==> src/rtl/dbc_pkg.sv <==
package dbc_pkg;

  localparam int BEAT_W = 5;

  typedef enum logic [2:0] {
    ST_IDLE, ST_WAIT, ST_ROW, ST_COL, ST_GAP, ST_TAIL, ST_DONE
  } seq_state_t;

  // log2 of the port width in bytes; code 3 is clamped to 32 bits
  function automatic logic [2:0] port_lg(input logic [1:0] code);
    return (code == 2'd3) ? 3'd2 : {1'b0, code};
  endfunction

  // log2 of the operand size in bytes; code 3 is a 16-byte line
  function automatic logic [2:0] oper_lg(input logic [1:0] code);
    return (code == 2'd3) ? 3'd4 : {1'b0, code};
  endfunction

  function automatic logic [BEAT_W-1:0] beat_count(input logic [1:0] size_code,
                                                   input logic [1:0] port_code);
    logic [2:0] o, p;
    o = oper_lg(size_code);
    p = port_lg(port_code);
    if (o > p) return BEAT_W'(5'd1 << (o - p));
    return BEAT_W'(1);
  endfunction

  function automatic logic [2:0] col_step(input logic [1:0] port_code);
    return 3'(3'd1 << port_lg(port_code));
  endfunction

endpackage

==> src/rtl/dbc_precharge.sv <==
module dbc_precharge #(
  parameter int TW = 2
) (
  input  logic          clk,
  input  logic          rst_n,
  input  logic          ras_on,
  input  logic [TW-1:0] cfg_rp,
  output logic          pre_ok
);
  localparam logic [TW-1:0] CMAX = {TW{1'b1}};

  // completed consecutive clocks with the row strobe low
  logic [TW-1:0] neg_cnt;

  always_ff @(posedge clk) begin
    if (!rst_n)          neg_cnt <= CMAX;
    else if (ras_on)     neg_cnt <= '0;
    else if (neg_cnt != CMAX) neg_cnt <= neg_cnt + 1'b1;
  end

  // counting the present low clock, cfg_rp+1 clocks are reached
  assign pre_ok = !ras_on && (neg_cnt >= cfg_rp);

endmodule

==> src/rtl/dbc_addr.sv <==
module dbc_addr #(
  parameter int AW = 20,
  parameter int CW = 10,
  parameter int MW = 10
) (
  input  logic          clk,
  input  logic          rst_n,
  input  logic          load,
  input  logic [AW-1:0] req_addr,
  input  logic [1:0]    port_sz,
  input  logic          col_adv,
  input  logic          sel_row,
  output logic [MW-1:0] dram_addr
);
  import dbc_pkg::*;

  localparam int RW = AW - CW;

  logic [RW-1:0] row_q;
  logic [CW-1:0] col_q;
  logic [CW-1:0] step_q;

  always_ff @(posedge clk) begin
    if (!rst_n) begin
      row_q  <= '0;
      col_q  <= '0;
      step_q <= '0;
    end else if (load) begin
      row_q  <= req_addr[AW-1:CW];
      col_q  <= req_addr[CW-1:0];
      step_q <= CW'(col_step(port_sz));
    end else if (col_adv) begin
      col_q  <= col_q + step_q;
    end
  end

  assign dram_addr = sel_row ? MW'(row_q) : MW'(col_q);

  a_r8_row_held: assert property (@(posedge clk) disable iff (!rst_n)
    !load |=> $stable(row_q));

endmodule

==> src/rtl/dbc_seq.sv <==
module dbc_seq #(
  parameter int TW = 2
) (
  input  logic          clk,
  input  logic          rst_n,
  input  logic          req_valid,
  input  logic [1:0]    req_size,
  input  logic          req_write,
  input  logic [1:0]    port_sz,
  input  logic [TW-1:0] cfg_rcd,
  input  logic [TW-1:0] cfg_cas,
  input  logic          cfg_rncn,
  input  logic [1:0]    cfg_pm,
  input  logic          pre_ok,
  output logic          req_ready,
  output logic          load,
  output logic          ras_on,
  output logic          cas_on,
  output logic          xfer_ack,
  output logic          xfer_done,
  output logic          dram_we,
  output logic          col_adv,
  output logic          sel_row
);
  import dbc_pkg::*;

  seq_state_t        state;
  logic [TW-1:0]     tcnt;
  logic [BEAT_W-1:0] beats_left;
  logic              wr_q;
  logic              page_mode;
  logic              last_beat;

  assign page_mode = (cfg_pm == 2'b01);
  assign last_beat = (beats_left == BEAT_W'(1));
  assign req_ready = (state == ST_IDLE);
  assign load      = req_ready && req_valid;
  assign ras_on    = (state == ST_ROW) || (state == ST_COL) ||
                     (state == ST_GAP) || (state == ST_TAIL);
  assign cas_on    = (state == ST_COL);
  assign xfer_ack  = (state == ST_COL) && (tcnt == cfg_cas);
  assign col_adv   = xfer_ack;
  assign xfer_done = (state == ST_DONE);
  assign dram_we   = wr_q && (state != ST_IDLE) && (state != ST_DONE);
  assign sel_row   = (state == ST_IDLE) || (state == ST_WAIT) ||
                     (state == ST_DONE) || ((state == ST_ROW) && (tcnt == '0));

  always_ff @(posedge clk) begin
    if (!rst_n) begin
      state      <= ST_IDLE;
      tcnt       <= '0;
      beats_left <= '0;
      wr_q       <= 1'b0;
    end else begin
      case (state)
        ST_IDLE: if (req_valid) begin
          beats_left <= beat_count(req_size, port_sz);
          wr_q       <= req_write;
          tcnt       <= '0;
          state      <= pre_ok ? ST_ROW : ST_WAIT;
        end
        ST_WAIT: if (pre_ok) begin
          tcnt  <= '0;
          state <= ST_ROW;
        end
        ST_ROW: if (tcnt == cfg_rcd) begin
          tcnt  <= '0;
          state <= ST_COL;
        end else tcnt <= tcnt + 1'b1;
        ST_COL: if (tcnt == cfg_cas) begin
          tcnt       <= '0;
          beats_left <= beats_left - 1'b1;
          if (last_beat)      state <= cfg_rncn ? ST_TAIL : ST_DONE;
          else if (page_mode) state <= ST_GAP;
          else                state <= cfg_rncn ? ST_TAIL : ST_WAIT;
        end else tcnt <= tcnt + 1'b1;
        ST_GAP:  state <= ST_COL;
        ST_TAIL: state <= (beats_left == '0) ? ST_DONE : ST_WAIT;
        ST_DONE: begin
          wr_q  <= 1'b0;
          state <= ST_IDLE;
        end
        default: state <= ST_IDLE;
      endcase
    end
  end

  a_r2_cas_after_ras: assert property (@(posedge clk) disable iff (!rst_n)
    $rose(cas_on) |-> $past(ras_on));
  a_r3_cas_drops_after_ack: assert property (@(posedge clk) disable iff (!rst_n)
    xfer_ack |=> !cas_on);
  a_r7_ras_kept_in_burst: assert property (@(posedge clk) disable iff (!rst_n)
    (xfer_ack && !last_beat && page_mode) |=> (ras_on && !cas_on));
  a_r11_done_one_clock: assert property (@(posedge clk) disable iff (!rst_n)
    xfer_done |=> (!xfer_done && req_ready));

endmodule

==> src/rtl/dram_burst_ctrl.sv <==
module dram_burst_ctrl #(
  parameter int AW = 20,
  parameter int CW = 10,
  parameter int TW = 2,
  parameter int MW = ((AW - CW) > CW) ? (AW - CW) : CW
) (
  input  logic          clk,
  input  logic          rst_n,
  input  logic          req_valid,
  input  logic [AW-1:0] req_addr,
  input  logic [1:0]    req_size,
  input  logic          req_write,
  input  logic [1:0]    port_sz,
  input  logic [TW-1:0] cfg_rcd,
  input  logic [TW-1:0] cfg_cas,
  input  logic [TW-1:0] cfg_rp,
  input  logic          cfg_rncn,
  input  logic [1:0]    cfg_pm,
  output logic          req_ready,
  output logic          ras_on,
  output logic          cas_on,
  output logic [MW-1:0] dram_addr,
  output logic          dram_we,
  output logic          xfer_ack,
  output logic          xfer_done
);
  logic pre_ok;
  logic load;
  logic col_adv;
  logic sel_row;

  dbc_precharge #(.TW(TW)) u_pre (
    .clk(clk), .rst_n(rst_n), .ras_on(ras_on), .cfg_rp(cfg_rp), .pre_ok(pre_ok)
  );

  dbc_seq #(.TW(TW)) u_seq (
    .clk(clk), .rst_n(rst_n), .req_valid(req_valid), .req_size(req_size),
    .req_write(req_write), .port_sz(port_sz), .cfg_rcd(cfg_rcd),
    .cfg_cas(cfg_cas), .cfg_rncn(cfg_rncn), .cfg_pm(cfg_pm), .pre_ok(pre_ok),
    .req_ready(req_ready), .load(load), .ras_on(ras_on), .cas_on(cas_on),
    .xfer_ack(xfer_ack), .xfer_done(xfer_done), .dram_we(dram_we),
    .col_adv(col_adv), .sel_row(sel_row)
  );

  dbc_addr #(.AW(AW), .CW(CW), .MW(MW)) u_addr (
    .clk(clk), .rst_n(rst_n), .load(load), .req_addr(req_addr),
    .port_sz(port_sz), .col_adv(col_adv), .sel_row(sel_row),
    .dram_addr(dram_addr)
  );

  a_r5_precharge_met: assert property (@(posedge clk) disable iff (!rst_n)
    $rose(ras_on) |-> $past(pre_ok));
  a_r11_busy_after_accept: assert property (@(posedge clk) disable iff (!rst_n)
    (req_valid && req_ready) |=> !req_ready);
  a_r4_cas_within_ras: assert property (@(posedge clk) disable iff (!rst_n)
    cas_on |-> ras_on);

endmodule

==> config.mk <==
export PLATFORM = sky130hd
export DESIGN_NAME = dram_burst_ctrl
export DESIGN_NICKNAME = d
export VERILOG_FILES = /design/src/rtl/dbc_pkg.sv /design/src/rtl/dbc_precharge.sv /design/src/rtl/dbc_addr.sv /design/src/rtl/dbc_seq.sv /design/src/rtl/dram_burst_ctrl.sv
export SDC_FILE = /design/constraint.sdc
export NUM_CORES = 1
export LEC_CHECK = 0
export BUFFER_PORTS_ARGS = -buffer_cell sky130_fd_sc_hd__clkbuf_2
export CORE_MARGIN = 3
export CORE_UTILIZATION = 25
export DETAILED_ROUTE_END_ITERATION = 10
export PLACE_DENSITY = 0.46
export SLEW_MARGIN = 20
export SYNTH_ARGS = -nofsm -noshare
export SYNTH_HDL_FRONTEND = slang
export SYNTH_SLANG_ARGS = --single-unit
==> constraint.sdc <==
create_clock -name clk -period 3.48 [get_ports clk]
set_input_delay 0.348 -clock clk [delete_from_list [all_inputs] [get_ports clk]]
set_output_delay 0.348 -clock clk [all_outputs]
set_load 0.01 [all_outputs]
---- Yosys cells after proc, flatten, opt, wreduce, memory -nomap -nowiden ----
Cells that the tools add are included.
word-level totals
  bits in registers ....................... 36
  latch bits .............................. 0
  memory bits (writable) .................. 0
  bits in read-only memories .............. 0
  bits of input ports ..................... 37
  output and inout port bits .............. 16
  memories ................................ 0
cells by class
  add/sub/neg operators ................... 5
  multiply operators ...................... 0
  divide/modulo/power cells ............... 0
  $lt $le $gt $ge ......................... 2
  equality and inequality tests ........... 18
  shift-type cells ........................ 2
  multiplexer cells ....................... 34
  bitwise gates (word level) .............. 0
  reduce and logical (&&, ||, !) cells .... 26
operator list
  cell                                               number
  two-way mux 10 bit                                 3
  two-way mux 3 bit                                  9
  two-way mux 5 bit                                  4
  two-way mux 2 bit                                  9
  one-hot mux 3 bit (6 select lines)                 1
  adder 10 x 3 -> 10 bit                             1
  one-hot mux 5 bit (2 select lines)                 1
  == test 3 bit (second input constant)              3
  one-hot mux 2 bit (4 select lines)                 1
  nonzero test 2 bit                                 4
  == test 3 x 2 -> 1 bit (second input constant)     2
  logical AND 1 bit                                  6
  logical OR 1 bit                                   6
  != test 2 bit (second input constant)              3
  AND reduction 3 bit                                2
  == test 5 x 1 -> 1 bit (second input constant)     1
  zero test 5 bit                                    1
  two-way mux 1 bit                                  5
  << shifter 1 x 3 -> 5 bit (first input constant)   1
  subtractor 5 x 1 -> 5 bit (second input constant)  1
  adder 2 x 1 -> 2 bit (second input constant)       2
  == test 2 bit                                      2
  == test 2 bit (second input constant)              2
  != test 2 x 1 -> 1 bit (second input constant)     2
  15 further kinds                                   15

---- Longest topological paths before layout ----
Gate-level depths: netlist (run 1).
  depth in word-level cells ............... 10
  depth in mapped cells ................... 8

---- Hierarchy ----
A second synthesis (run 1) with hierarchy kept.
second synthesis, totals
  cells, all modules ...................... 277
  area total of the unflattened synthesis .. 2,323.5 um2
by module, submodules not included
  module         instances  cells an instance  area an instance (um2)  sequential area each (um2)
  dbc_addr       1          126                1,166.1                 460.4
  dbc_seq        1          137                1,028.5                 220.2
  dbc_precharge  1          14                 128.9                   40.0

---- Worst setup path after synthesis (run 1) ----
No wires, ideal clock.
  path kind ............................... input-to-reg
  start ................................... input port_sz[0]
  end ..................................... register u_seq.beats_left[4]
  setup time .............................. 70 ps
  data arrival time ....................... 1,814 ps
  required time ........................... 3,410 ps
  setup slack ............................. 1,596 ps
  cell stages on the path ................. 8
  cells stage by stage .................... nor2b_1 > ha_1 > fa_1 > nand2_1 > a211oi_1 > a21boi_0 > o21ai_0 > a21oi_1
between the ends
  word-level cells in the longest chain between the ends .. 10
  elaborated cells between the ends (all ways) .. 13
  classes of those cells .................. 1 x add/sub; 1 x order compare; 1 x eq/ne; 1 x shift; 9 x mux
ends and longest elaborated chain
  element                                 RTL line               source
  from (decl)                             dram_burst_ctrl.sv:13  input logic [1:0] port_sz,
  == test 2 bit                           dbc_pkg.sv:11          return (code == 2'd3) ? 3'd2 : {1'b0, code};
  two-way mux 2 bit (*)                   dbc_pkg.sv:11
  greater-than comparator 3 bit           dbc_pkg.sv:24          if (o > p) return BEAT_W'(5'd1 << (o - p));
  two-way mux 1 bit                       dbc_pkg.sv:24
  two-way mux 1 bit                       dbc_seq.sv:56          ST_IDLE: if (req_valid) begin
  two-way mux 1 bit                       dbc_seq.sv:55          case (state)
  two-way mux 1 bit                       dbc_seq.sv:49          if (!rst_n) begin
  two-way mux 5 bit (*)                   dbc_pkg.sv:25          return BEAT_W'(1);
  two-way mux 5 bit (*)                   dbc_seq.sv:56
  one-hot mux 5 bit (2 select lines) (*)  dbc_seq.sv:55
  to (signal assigned)                    dbc_seq.sv:57          beats_left <= beat_count(req_size, port_sz);
  to (signal assigned)                    dbc_seq.sv:72          beats_left <= beats_left - 1'b1;
  to (decl)                               dbc_seq.sv:29          logic [BEAT_W-1:0] beats_left;
Every way passes the cells marked *; elsewhere a longest branch is shown, timed or not. The select of a mux whose other input is x is not followed.
A chain may end at the register's enable or synchronous reset.

---- Worst setup path in the final report (run 1) ----
  start ................................... register u_seq.state[1]
  end ..................................... output dram_addr[2]
between the ends
  word-level cells in the longest chain between the ends .. 5
  elaborated cells between the ends (all ways) .. 9
  classes of those cells .................. 3 x eq/ne; 1 x mux; 5 x reduce/logical
ends and longest elaborated chain
  element                                                           RTL line               source
  from (decl)                                                       dbc_seq.sv:27          seq_state_t state;
  from (signal assigned)                                            dbc_seq.sv:60          state <= pre_ok ? ST_ROW : ST_WAIT;
  from (signal assigned)                                            dbc_seq.sv:73          if (last_beat) state <= cfg_rncn ? ST_TAIL : ST_DONE;
  from (signal assigned)                                            dbc_seq.sv:75          else state <= cfg_rncn ? ST_TAIL : ST_WAIT;
  == test 3 x 1 -> 1 bit / zero test 3 bit (equally long branches)  dbc_seq.sv:45          assign sel_row = (state == ST_IDLE) || (state == ST_WAIT) ||
  logical OR 1 bit (2 in series)                                    dbc_seq.sv:45
  logical OR 1 bit (*)                                              dbc_seq.sv:46          (state == ST_DONE) || ((state == ST_ROW) && (tcnt == '0));
  two-way mux 10 bit (*)                                            dbc_addr.sv:37         assign dram_addr = sel_row ? MW'(row_q) : MW'(col_q);
  to (decl)                                                         dram_burst_ctrl.sv:22  output logic [MW-1:0] dram_addr,
Every way passes the cells marked *; elsewhere a longest branch is shown, timed or not.

==> impl_metrics.csv, run 1 <==
group,metric,value,unit
status,status,"finished, final reports clean",
floorplan,die_w,101,um
global_routing,first_global_vias,1966,
sta,tightest_slew,0.774,ns
power,p_leak,1.18,nW
routing,dr.pass1.iters,4,
routing,ant_nets,0,
critical_path,r2r_slack,1.27,ns
routing,drt-initial-drc-count,61,
clock_network,cts_setup_buffers,0,
floorplan,core,8810,um2
place,gp_congestion,0.839,
power,p_per_area,645,nW/um2
floorplan,die_y,101,um
synthesis,synth_top_flop_cell,"dfxtp_1",
clock_network,cts_buffers,5,
floorplan,start_util,25.9,%
place,placed_area,2610,um2
critical_path,cp-start-kind,"flop",
clock_network,clockBufferDepth,2,
synthesis,synth_seq_cells,36,
synthesis,synth.area.mux_share,6.48,%
cells_and_area,final_common_cell,"clkbuf_2",
power,power,1.75,mW
power,p_int,1.05,mW
cells_and_area,final_nets,383,
global_routing,grt_max_degree,27,
routing,vias_per_cell,4.79,
synthesis,synth_area,2280,um2
synthesis,netlist_instances,287,
synthesis,synthArstFlopShare,0,%
synthesis,synth_cell_type_count,49,
synthesis,syn_avg_cell_area,7.94,um2
critical_path,critPathArrivalTime,2.10,ns
global_routing,grt_first_pass_wirelength,10.1,mm
synthesis,synthSimpleGateAreaFrac,21.0,%
clock_network,path_clk_slew,0.08,ns
sta,fin_crit_sh,70.4,%
hold_path,holdPathStages,3,
routing,totalWireLength,6.10,mm
synthesis,synth_xor_area_share,6.15,%
cells_and_area,nFillCells,973,
cells_and_area,layout-drive-gt1-share,23.4,%
sta,max_freq,0.408,GHz
floorplan,die_area,10300,um2
power,switchingPower,700,uW
clock_network,worstSkewPairLatency,0.29,ns
global_routing,antenna_found_initial,0,
sta,report.final.slew_viol_count,0,
job,drv_cap,0,
hold_path,hold_path.class,"input pin to flop",
critical_path,endpoint_kind,"primary output",
cells_and_area,fin_area,2720,um2
synthesis,synthTopCellsByArea,"dfxtp_1 (32%), nand2_1 (7.1%), a21oi_1 (7.0%), ha_1 (6.6%), mux2_2 (4.9%)",
synthesis,yosysSeqAreaShare,31.6,%
power,seqPwrFrac,36.6,%
power,ir_drop,0.185,mV
power,swShare,39.9,%
clock_network,cts-root-buf,"clkbuf_8",
clock_network,cts_resized,0,
floorplan,num_rows,34,
clock_network,h-tree-depth,2,
place,hpwl,4.78,mm
clock_network,cts_tree,"built",
synthesis,synthAdderAreaFrac,8.34,%
clock_network,holdBufCountCts,0,
clock_network,cts_sinks,36,
synthesis,yosys.area.top_type,"dfxtp_1",
synthesis,yosysWarningCount,0,
synthesis,synth_edf_count,0,
critical_path,reg2reg_depth,5,
sta,relSlewSlack,48.1,%
global_routing,grt_usage,12.3,%
critical_path,cp_max_fo,11,
sta,clock_skew,0.00824,ns
synthesis,synth.top_cell.area_share,31.6,%
critical_path,cp_data_required_time,3.13,ns
sta,period_minus_slack,2.45,ns
sta,rsz0062_at_grt,"no",
power,combPwrFrac,42.1,%
sta,holdWs,0.272,ns
routing,post_drt_wl_per_cell,13.8,um
critical_path,crit_type,"flop to primary output",
global_routing,grt_overflow,0,
synthesis,synth_nets,338,
place,dp.cells,433,
routing,vias,2112,
sta,hold_viol_final,0,
floorplan,pin_count,53,
cells_and_area,antennaDiodeCount,0,
sta,setup_viol,0,
cells_and_area,final_cells,441,
cells_and_area,mostFrequentLayoutCells,"clkbuf_2 (52), nand2_1 (43), dfxtp_1 (36)",
place,io_buffer_count,52,
synthesis,synth-compound-area-share,20.9,%
cells_and_area,syn2layout_area_growth,19.2,%
synthesis,synth_top_family_by_area,"simple AND/OR/NAND/NOR gates",
sta,setup_tns,0,ns
routing,drcViolationCount,0,
power,pwr-share-clk,21.3,%
-- worst max-delay path, stage by stage, from the launching register on --
cell	delay, ns
dfxtp_1	0.54
inv_1	0.14
nand2_1	0.15
and2_1	0.45
mux2_2	0.39
clkbuf_2	0.13
-- per-layer routing --
metal	global-route usage, %	vias to the layer above	share of wire (%)
met3	3.31	7	4.1
met5	0	-	0
met4	2.76	0	1.2
li1	-	1087	-
met2	19.9	38	48
met1	16.4	980	47
-- flip-flops by register name, summed over array words and instances (netlist names) --
signal and cells:
u_addr.col_q 10, u_addr.row_q 10, u_addr.step_q 3, u_pre.neg_cnt 2
u_seq.beats_left 5, u_seq.state 3, u_seq.tcnt 2, u_seq.wr_q 1
-- cells in the mapped netlist, types with 2 or more instances --
library cell and number:
a211oi_1 4, a21boi_0 2, a21o_1 2, a21oi_1 32, a2bb2oi_1 3, a311oi_1 4
a31oi_1 3, and2_1 3, and3_1 3, buf_2 6, clkbuf_1 6, dfxtp_1 36
fa_1 2, ha_1 12, inv_1 11, mux2_2 10, mux2i_1 2, nand2_1 43
nand2b_1 7, nand3_1 4, nor2_1 20, nor2b_1 3, nor3_1 10, nor4_1 2
o211ai_1 2, o21ai_0 18, xnor2_1 8, xor2_1 8
-- layout make-up --
cell class,instances,area [um2],share of cell area [%]
Multi-Input combinational cell,223,1430,52.8
Clock inverter,3,42.5,1.57
Inverter,13,48.8,1.80
Timing Repair Buffer,53,268,9.85
Clock buffer,5,68.8,2.53
Tap cell,108,135,4.97
Sequential cell,36,721,26.5
-- cell families after synthesis --
family          Yosys count
compound gates           78
xor+xnor                 16
fa+ha+maj                14
buf+inv                  28
flops                    36
mux                      13
simple gates            102
-- power by group through the flow --
stage          Combinational [mW]  Clock, mW  Sequential (mW)
6_report                    0.738      0.374            0.641
5_1_grt                     0.841      0.404            0.664
4_1_cts                     0.751      0.388            0.644
3_5_place_dp                0.747          0            0.654
3_3_place_gp                0.747          0            0.653
2_1_floorplan               0.618          0            0.588
-- final timing paths --
kind	from	end
setup / recovery	u_seq.state[1]$_SDFFE_PN0P_	dram_addr[2]
hold / removal	req_addr[15]	u_addr.row_q[5]$_SDFFE_PN0P_
setup reg to reg	u_seq.state[0]$_SDFFE_PN0P_	u_seq.beats_left[2]$_SDFFE_PN0P_
hold reg to reg	u_addr.row_q[3]$_SDFFE_PN0P_	u_addr.row_q[3]$_SDFFE_PN0P_
-- metrics by stage --
step                      util, %  setup slack [ns]
after floorplan                 -              1.60
after global placement       29.6              1.20
after detailed placement     29.6              1.17
after CTS                    30.9             0.985
after global routing         30.9             0.861
final                        30.9              1.03
Power figures use the tool's default switching activity.
==> run 2: changes to the inputs <==
--- a/config.mk
+++ b/config.mk
@@ -9,7 +9,7 @@
 export CORE_MARGIN = 3
 export CORE_UTILIZATION = 25
 export DETAILED_ROUTE_END_ITERATION = 10
-export PLACE_DENSITY = 0.46
+export PLACE_DENSITY = 0.48
 export SLEW_MARGIN = 20
 export SYNTH_ARGS = -nofsm -noshare
 export SYNTH_HDL_FRONTEND = slang
==> constraint.sdc (replaced) <==
create_clock -name clk -period 2.1 [get_ports clk]
set_input_delay 0.21 -clock clk [delete_from_list [all_inputs] [get_ports clk]]
set_output_delay 0.21 -clock clk [all_outputs]
set_load 0.01 [all_outputs]
==> impl_metrics.csv, run 2 (synthesized netlist as in run 1, its figures left out) <==
group,metric,value,unit
status,status,"finished, final reports clean",
clock_network,cts_sinks,36,
clock_network,worstSkewPairLatency,0.29,ns
place,hpwl,4.68,mm
clock_network,clockBufferDepth,2,
power,power,3.08,mW
sta,max_freq,0.493,GHz
sta,report.final.slew_viol_count,0,
critical_path,regToRegEndpoint,"u_seq.state[1]$_SDFFE_PN0P_",
clock_network,h-tree-depth,2,
cells_and_area,nFillCells,954,
sta,period_minus_slack,2.03,ns
power,ir_drop,0.301,mV
hold_path,min-delay-start,"req_addr[18]",
routing,ant_nets,0,
cells_and_area,top_regs,"u_addr.col_q (10), u_addr.row_q (10), u_seq.beats_left (5)",
floorplan,core,8810,um2
sta,clock_skew,0.00508,ns
sta,relSlewSlack,62.6,%
cells_and_area,layout-drive-gt1-share,28.0,%
critical_path,rr_startpoint,"u_pre.neg_cnt[0]$_SDFFE_PN1P_",
sta,hold_viol_final,0,
cells_and_area,final_cells,455,
global_routing,grt_max_degree,33,
place,gp_congestion,0.835,
routing,vias_per_cell,4.76,
power,p_per_area,1070,nW/um2
critical_path,cp_data_required_time,1.89,ns
place,dp.cells,445,
floorplan,die_area,10300,um2
sta,fin_crit_sh,96.7,%
clock_network,cts-root-buf,"clkbuf_8",
clock_network,path_clk_slew,0.08,ns
floorplan,pin_count,53,
critical_path,cp-start-kind,"flop",
clock_network,cts_buffers,5,
sta,layout_setup_ws,0.0695,ns
critical_path,critPathArrivalTime,1.82,ns
global_routing,first_global_vias,2102,
cells_and_area,mostFrequentLayoutCells,"clkbuf_2 (52), nand2_1 (43), dfxtp_1 (34)",
cells_and_area,multiInputGateArea,1450,um2
cells_and_area,final_nets,397,
hold_path,hold_path.class,"input pin to flop",
cells_and_area,final_common_cell,"clkbuf_2",
routing,dr.pass1.iters,4,
sta,holdWs,0.136,ns
floorplan,start_util,25.9,%
place,io_buffer_count,52,
power,p_leak,1.29,nW
routing,drcViolationCount,0,
critical_path,crit_type,"flop to primary output",
floorplan,die_y,101,um
sta,setup_viol,0,
hold_path,min_to,"u_addr.row_q[8]$_SDFFE_PN0P_",
critical_path,reg2reg_depth,7,
cells_and_area,seq_area,726,um2
job,drv_cap,0,
routing,totalWireLength,6.17,mm
sta,tightest_slew,0.558,ns
floorplan,die_w,101,um
routing,drt-initial-drc-count,61,
cells_and_area,antennaDiodeCount,0,
cells_and_area,utilization,32.7,%
critical_path,endpoint_kind,"primary output",
global_routing,antenna_found_initial,0,
critical_path,r2r_slack,0.20,ns
hold_path,holdPathStages,3,
global_routing,grt_usage,12.1,%
global_routing,grt_first_pass_wirelength,10.1,mm
critical_path,cp_max_fo,5,
floorplan,num_rows,34,
place,preCtsSetupSlack,0.124,ns
routing,vias,2168,
global_routing,grt_overflow,0,
clock_network,cts_tree,"built",
routing,post_drt_wl_per_cell,13.6,um
cells_and_area,syn2layout_area_growth,26.4,%
run 2: critical path, cell delays in order, from the launching register on:
cell and delay (ns):
dfxtp_4 0.37, inv_2 0.06, ha_1 0.15, nor2_1 0.04, o21ai_1 0.12, and2_4 0.20
clkbuf_16 0.15, mux2_2 0.33, clkbuf_2 0.13
run 2: final cells by class:
| type | instances | area share, % |
|---|---|---|
| clock inverter | 2 | 1.22 |
| inverter | 13 | 1.69 |
| tap | 108 | 4.69 |
| timing repair buffer | 67 | 14.4 |
| multi-input combinational | 223 | 50.3 |
| clock buffer | 6 | 2.52 |
| sequential | 36 | 25.2 |
run 2: layer usage:
metal  global-route usage (%)  vias to the layer above  part of all wire [%]
met2                     19.1                       32                    47
met5                        0                        -                     0
met1                     16.6                     1013                    49
met4                     3.27                        0                  0.84
met3                     2.62                        4                   3.8
li1                         -                     1119                     -
run 2: how the worst max path moves through the flow:
stage,cells past startpoint,to,slack (ns),startpoint
2_1_floorplan,7,u_seq.state[1]$_SDFFE_PN0P_,0.33,u_pre.neg_cnt[0]$_SDFFE_PN1P_
4_1_cts,8,dram_addr[0],0.02,u_seq.tcnt[0]$_SDFFE_PN0P_
3_3_place_gp,9,u_seq.beats_left[4]$_SDFFE_PN0P_,0.16,req_size[1]
6_report,8,dram_addr[8],0.07,u_seq.tcnt[0]$_SDFFE_PN0P_
5_1_grt,8,dram_addr[9],-0.02,u_seq.tcnt[0]$_SDFFE_PN0P_
3_5_place_dp,9,u_seq.beats_left[4]$_SDFFE_PN0P_,0.12,req_size[1]
run 2: repair_timing:
action                                  CTS  global route
gates cloned                              0             1
pin swaps                                 0             1
gates resized for setup                   1             8
hold buffers                              0             0
endpoints found under the setup margin   10            12
hold endpoints to repair                  0             0
buffers inserted                          0             1
run 2: metrics by stage:
step                      TNS [ns]  area [um2]
after global routing       -0.0915        2880
after CTS                        0        2830
after floorplan                  0        2280
final                            0        2880
after global placement           0        2720
after detailed placement         0        2720
run 2: power by group:
group          total, mW  internal (mW)  switching [mW]
registers           1.03          0.865           0.167
clock network      0.614          0.353           0.262
logic               1.43          0.663           0.768
==> run 3: changes to the inputs <==
--- a/config.mk
+++ b/config.mk
@@ -13,4 +13,5 @@
 export SLEW_MARGIN = 20
 export SYNTH_ARGS = -nofsm -noshare
 export SYNTH_HDL_FRONTEND = slang
+export SYNTH_HIERARCHICAL = 1
 export SYNTH_SLANG_ARGS = --single-unit
==> impl_metrics.csv, run 3 <==
group,metric,value,unit
status,status,"finished, final reports clean",
critical_path,reg2reg_depth,11,
sta,max_freq,0.496,GHz
synthesis,synth_commonest_cells,"dfxtp_1 (36), nor2_1 (29), a21oi_1 (28)",
job,drv_cap,0,
floorplan,pin_count,53,
place,io_buffer_count,52,
sta,holdWs,0.153,ns
sta,tightest_slew,0.444,ns
cells_and_area,fin_area,2980,um2
clock_network,worstSkewPairLatency,0.29,ns
floorplan,die_y,102,um
cells_and_area,antennaDiodeCount,0,
synthesis,netlist_instances,277,
floorplan,die_area,10500,um2
cells_and_area,mostFrequentLayoutCells,"clkbuf_2 (51), dfxtp_1 (31), nor2_1 (29)",
place,gp_congestion,0.822,
critical_path,crit_path_top_delay_cell,"dfxtp_4",
global_routing,first_global_vias,2052,
sta,report.final.slew_viol_count,0,
cells_and_area,multiInputGateArea,1530,um2
clock_network,h-tree-depth,2,
critical_path,regToRegEndpoint,"u_seq/state[0]$_SDFFE_PN0P_",
sta,fin_crit_sh,96.1,%
synthesis,synthTopCellsByArea,"dfxtp_1 (31%), mux2i_1 (6.9%), a21oi_1 (6.0%), ha_1 (5.9%), mux2_2 (4.8%)",
synthesis,synth_top_flop_cell,"dfxtp_1",
sta,relSlewSlack,70.0,%
routing,totalWireLength,6.04,mm
place,dp.cells,441,
hold_path,holdPathStages,3,
critical_path,cp-start-kind,"flop",
cells_and_area,final_common_cell,"clkbuf_2",
routing,vias_per_cell,4.78,
clock_network,cts_sinks,36,
critical_path,critPathArrivalTime,1.81,ns
floorplan,core,8890,um2
sta,setup_viol,0,
global_routing,antenna_found_initial,0,
place,hpwl,4.64,mm
sta,period_minus_slack,2.02,ns
routing,dr.pass1.iters,4,
power,p_leak,1.28,nW
critical_path,cp_data_required_time,1.89,ns
place,placed_area,2780,um2
global_routing,grt_max_degree,22,
synthesis,synth_seq_cells,36,
synthesis,synthArstFlopShare,0,%
clock_network,cts-root-buf,"clkbuf_8",
critical_path,cp_cell_sequence,"buf_4 > o21bai_4 > a21oi_4 > buf_6 > mux2_2 > buf_2",
clock_network,clockBufferDepth,2,
synthesis,yosys.area.top_type,"dfxtp_1",
clock_network,path_clk_slew,0.08,ns
routing,drcViolationCount,0,
clock_network,cts_buffers,5,
floorplan,start_util,26.1,%
routing,post_drt_wl_per_cell,13.4,um
cells_and_area,syn2layout_area_growth,28.1,%
power,ir_drop,0.397,mV
critical_path,rr_startpoint,"u_pre/neg_cnt[0]$_SDFFE_PN1P_",
sta,hold_viol_final,0,
critical_path,crit_type,"flop to primary output",
routing,vias,2157,
cells_and_area,layout-drive-gt1-share,30.3,%
critical_path,cpPeakStageDelay,0.34,ns
hold_path,hold_path.class,"input pin to flop",
critical_path,endpoint_kind,"primary output",
place,preCtsSetupSlack,-0.0824,ns
cells_and_area,top_regs,"u_addr/col_q (10), u_addr/row_q (10), u_seq/beats_left (5)",
hold_path,min-delay-start,"req_addr[10]",
critical_path,r2r_slack,0.16,ns
critical_path,crit_buf_inv,3,
critical_path,path_delay_family,"buffers and inverters",
cells_and_area,seq_area,732,um2
cells_and_area,final_cells,451,
synthesis,yosysWarningCount,6,
floorplan,num_rows,34,
synthesis,synth_edf_count,0,
global_routing,grt_usage,11.9,%
global_routing,grt_first_pass_wirelength,9.93,mm
sta,clock_skew,0.0123,ns
synthesis,synth_area,2320,um2
clock_network,holdBufCountCts,0,
synthesis,synth.top_cell.area_share,31.0,%
sta,layout_setup_ws,0.0826,ns
cells_and_area,final_nets,392,
synthesis,yosysSeqAreaShare,31.0,%
synthesis,synth_cell_type_count,53,
routing,ant_nets,0,
synthesis,synth_most_common_cell,"dfxtp_1",
clock_network,cts_tree,"built",
hold_path,min_to,"u_addr/row_q[0]$_SDFFE_PN0P_",
cells_and_area,nFillCells,944,
power,power,3.13,mW
synthesis,synth_nets,327,
synthesis,syn_avg_cell_area,8.39,um2
floorplan,die_w,102,um
critical_path,cp_max_fo,6,
global_routing,grt_overflow,0,
routing,drt-initial-drc-count,67,
power,p_per_area,1050,nW/um2
sta,rsz0062_at_grt,"yes",
run 3: cell types whose count changed after synthesis, sizes merged, moves of 4 or more:
| cell | before | now |
|---|---|---|
| nor2 | 20 | 30 |
| a311oi | 4 | 0 |
| nand2 | 44 | 16 |
| clkbuf | 7 | 3 |
| mux2i | 2 | 16 |
| a21oi | 32 | 28 |
| nor3b | 0 | 4 |
| nor2b | 3 | 9 |
run 3: cell type report:
cell class	count	share of cell area [%]
clock buffer	5	2.31
clock inverter	3	1.43
inverter	12	1.51
multi-input combinational	216	51.4
sequential	36	24.6
tap	108	4.54
timing repair buffer	71	14.2
run 3: metal layers:
layer	global-route usage [%]	routed length (um)
met1	17.2	3040
met2	18.4	2700
met3	2.05	258
met4	2.72	51
met5	0	0
run 3: worst max-delay path by stage:
stage	startpoint	end	slack, ns	cells past startpoint
global placement	req_size[1]	u_seq/beats_left[3]$_SDFFE_PN0P_	0.005	9
floorplan	req_size[1]	u_seq/beats_left[3]$_SDFFE_PN0P_	0.15	8
global route	u_seq/tcnt[1]$_SDFFE_PN0P_	dram_addr[5]	-0.01	7
detailed placement	req_size[1]	u_seq/beats_left[3]$_SDFFE_PN0P_	-0.08	9
CTS	u_seq/tcnt[0]$_SDFFE_PN0P_	dram_addr[9]	0.004	7
finish	u_seq/state[0]$_SDFFE_PN0P_	dram_addr[5]	0.08	6
run 3: logic make-up after synthesis:
family                     synth area share, %
DFF                                       31.0
xor gates and xnor gates                  4.90
muxes                                     11.7
AOI/OAI and AO/OA                         19.2
buffers and inverters                     5.28
and+or+nand+nor                           20.2
adders and majority gates                 7.65
run 3: metrics by stage:
step | util (%) | setup TNS [ns]
3_3_place_gp | 31.3 | 0
3_5_place_dp | 31.3 | -0.0824
6_report | 33.5 | 0
2_1_floorplan | - | 0
4_1_cts | 32.8 | 0
5_1_grt | 33.5 | -0.0266
run 3: repair_timing:
item,in CTS,in global routing
pin swaps,1,3
endpoints found under the hold margin,0,0
setup endpoints to repair,10,14
gates cloned,1,0
resized for setup,6,13
buffers inserted,1,0
run 3: worst min-delay path: stages:
cell	delay (ns)
clkbuf_2	0.08
mux2i_1	0.05
nor2_1	0.07
run 3: power breakdown:
part / internal [mW] / leakage [nW] / switching, mW
Clock: 0.352 / 0.0541 / 0.264
Sequential: 0.846 / 0.297 / 0.145
Combinational: 0.737 / 0.932 / 0.787
Total: 1.93 / 1.28 / 1.20
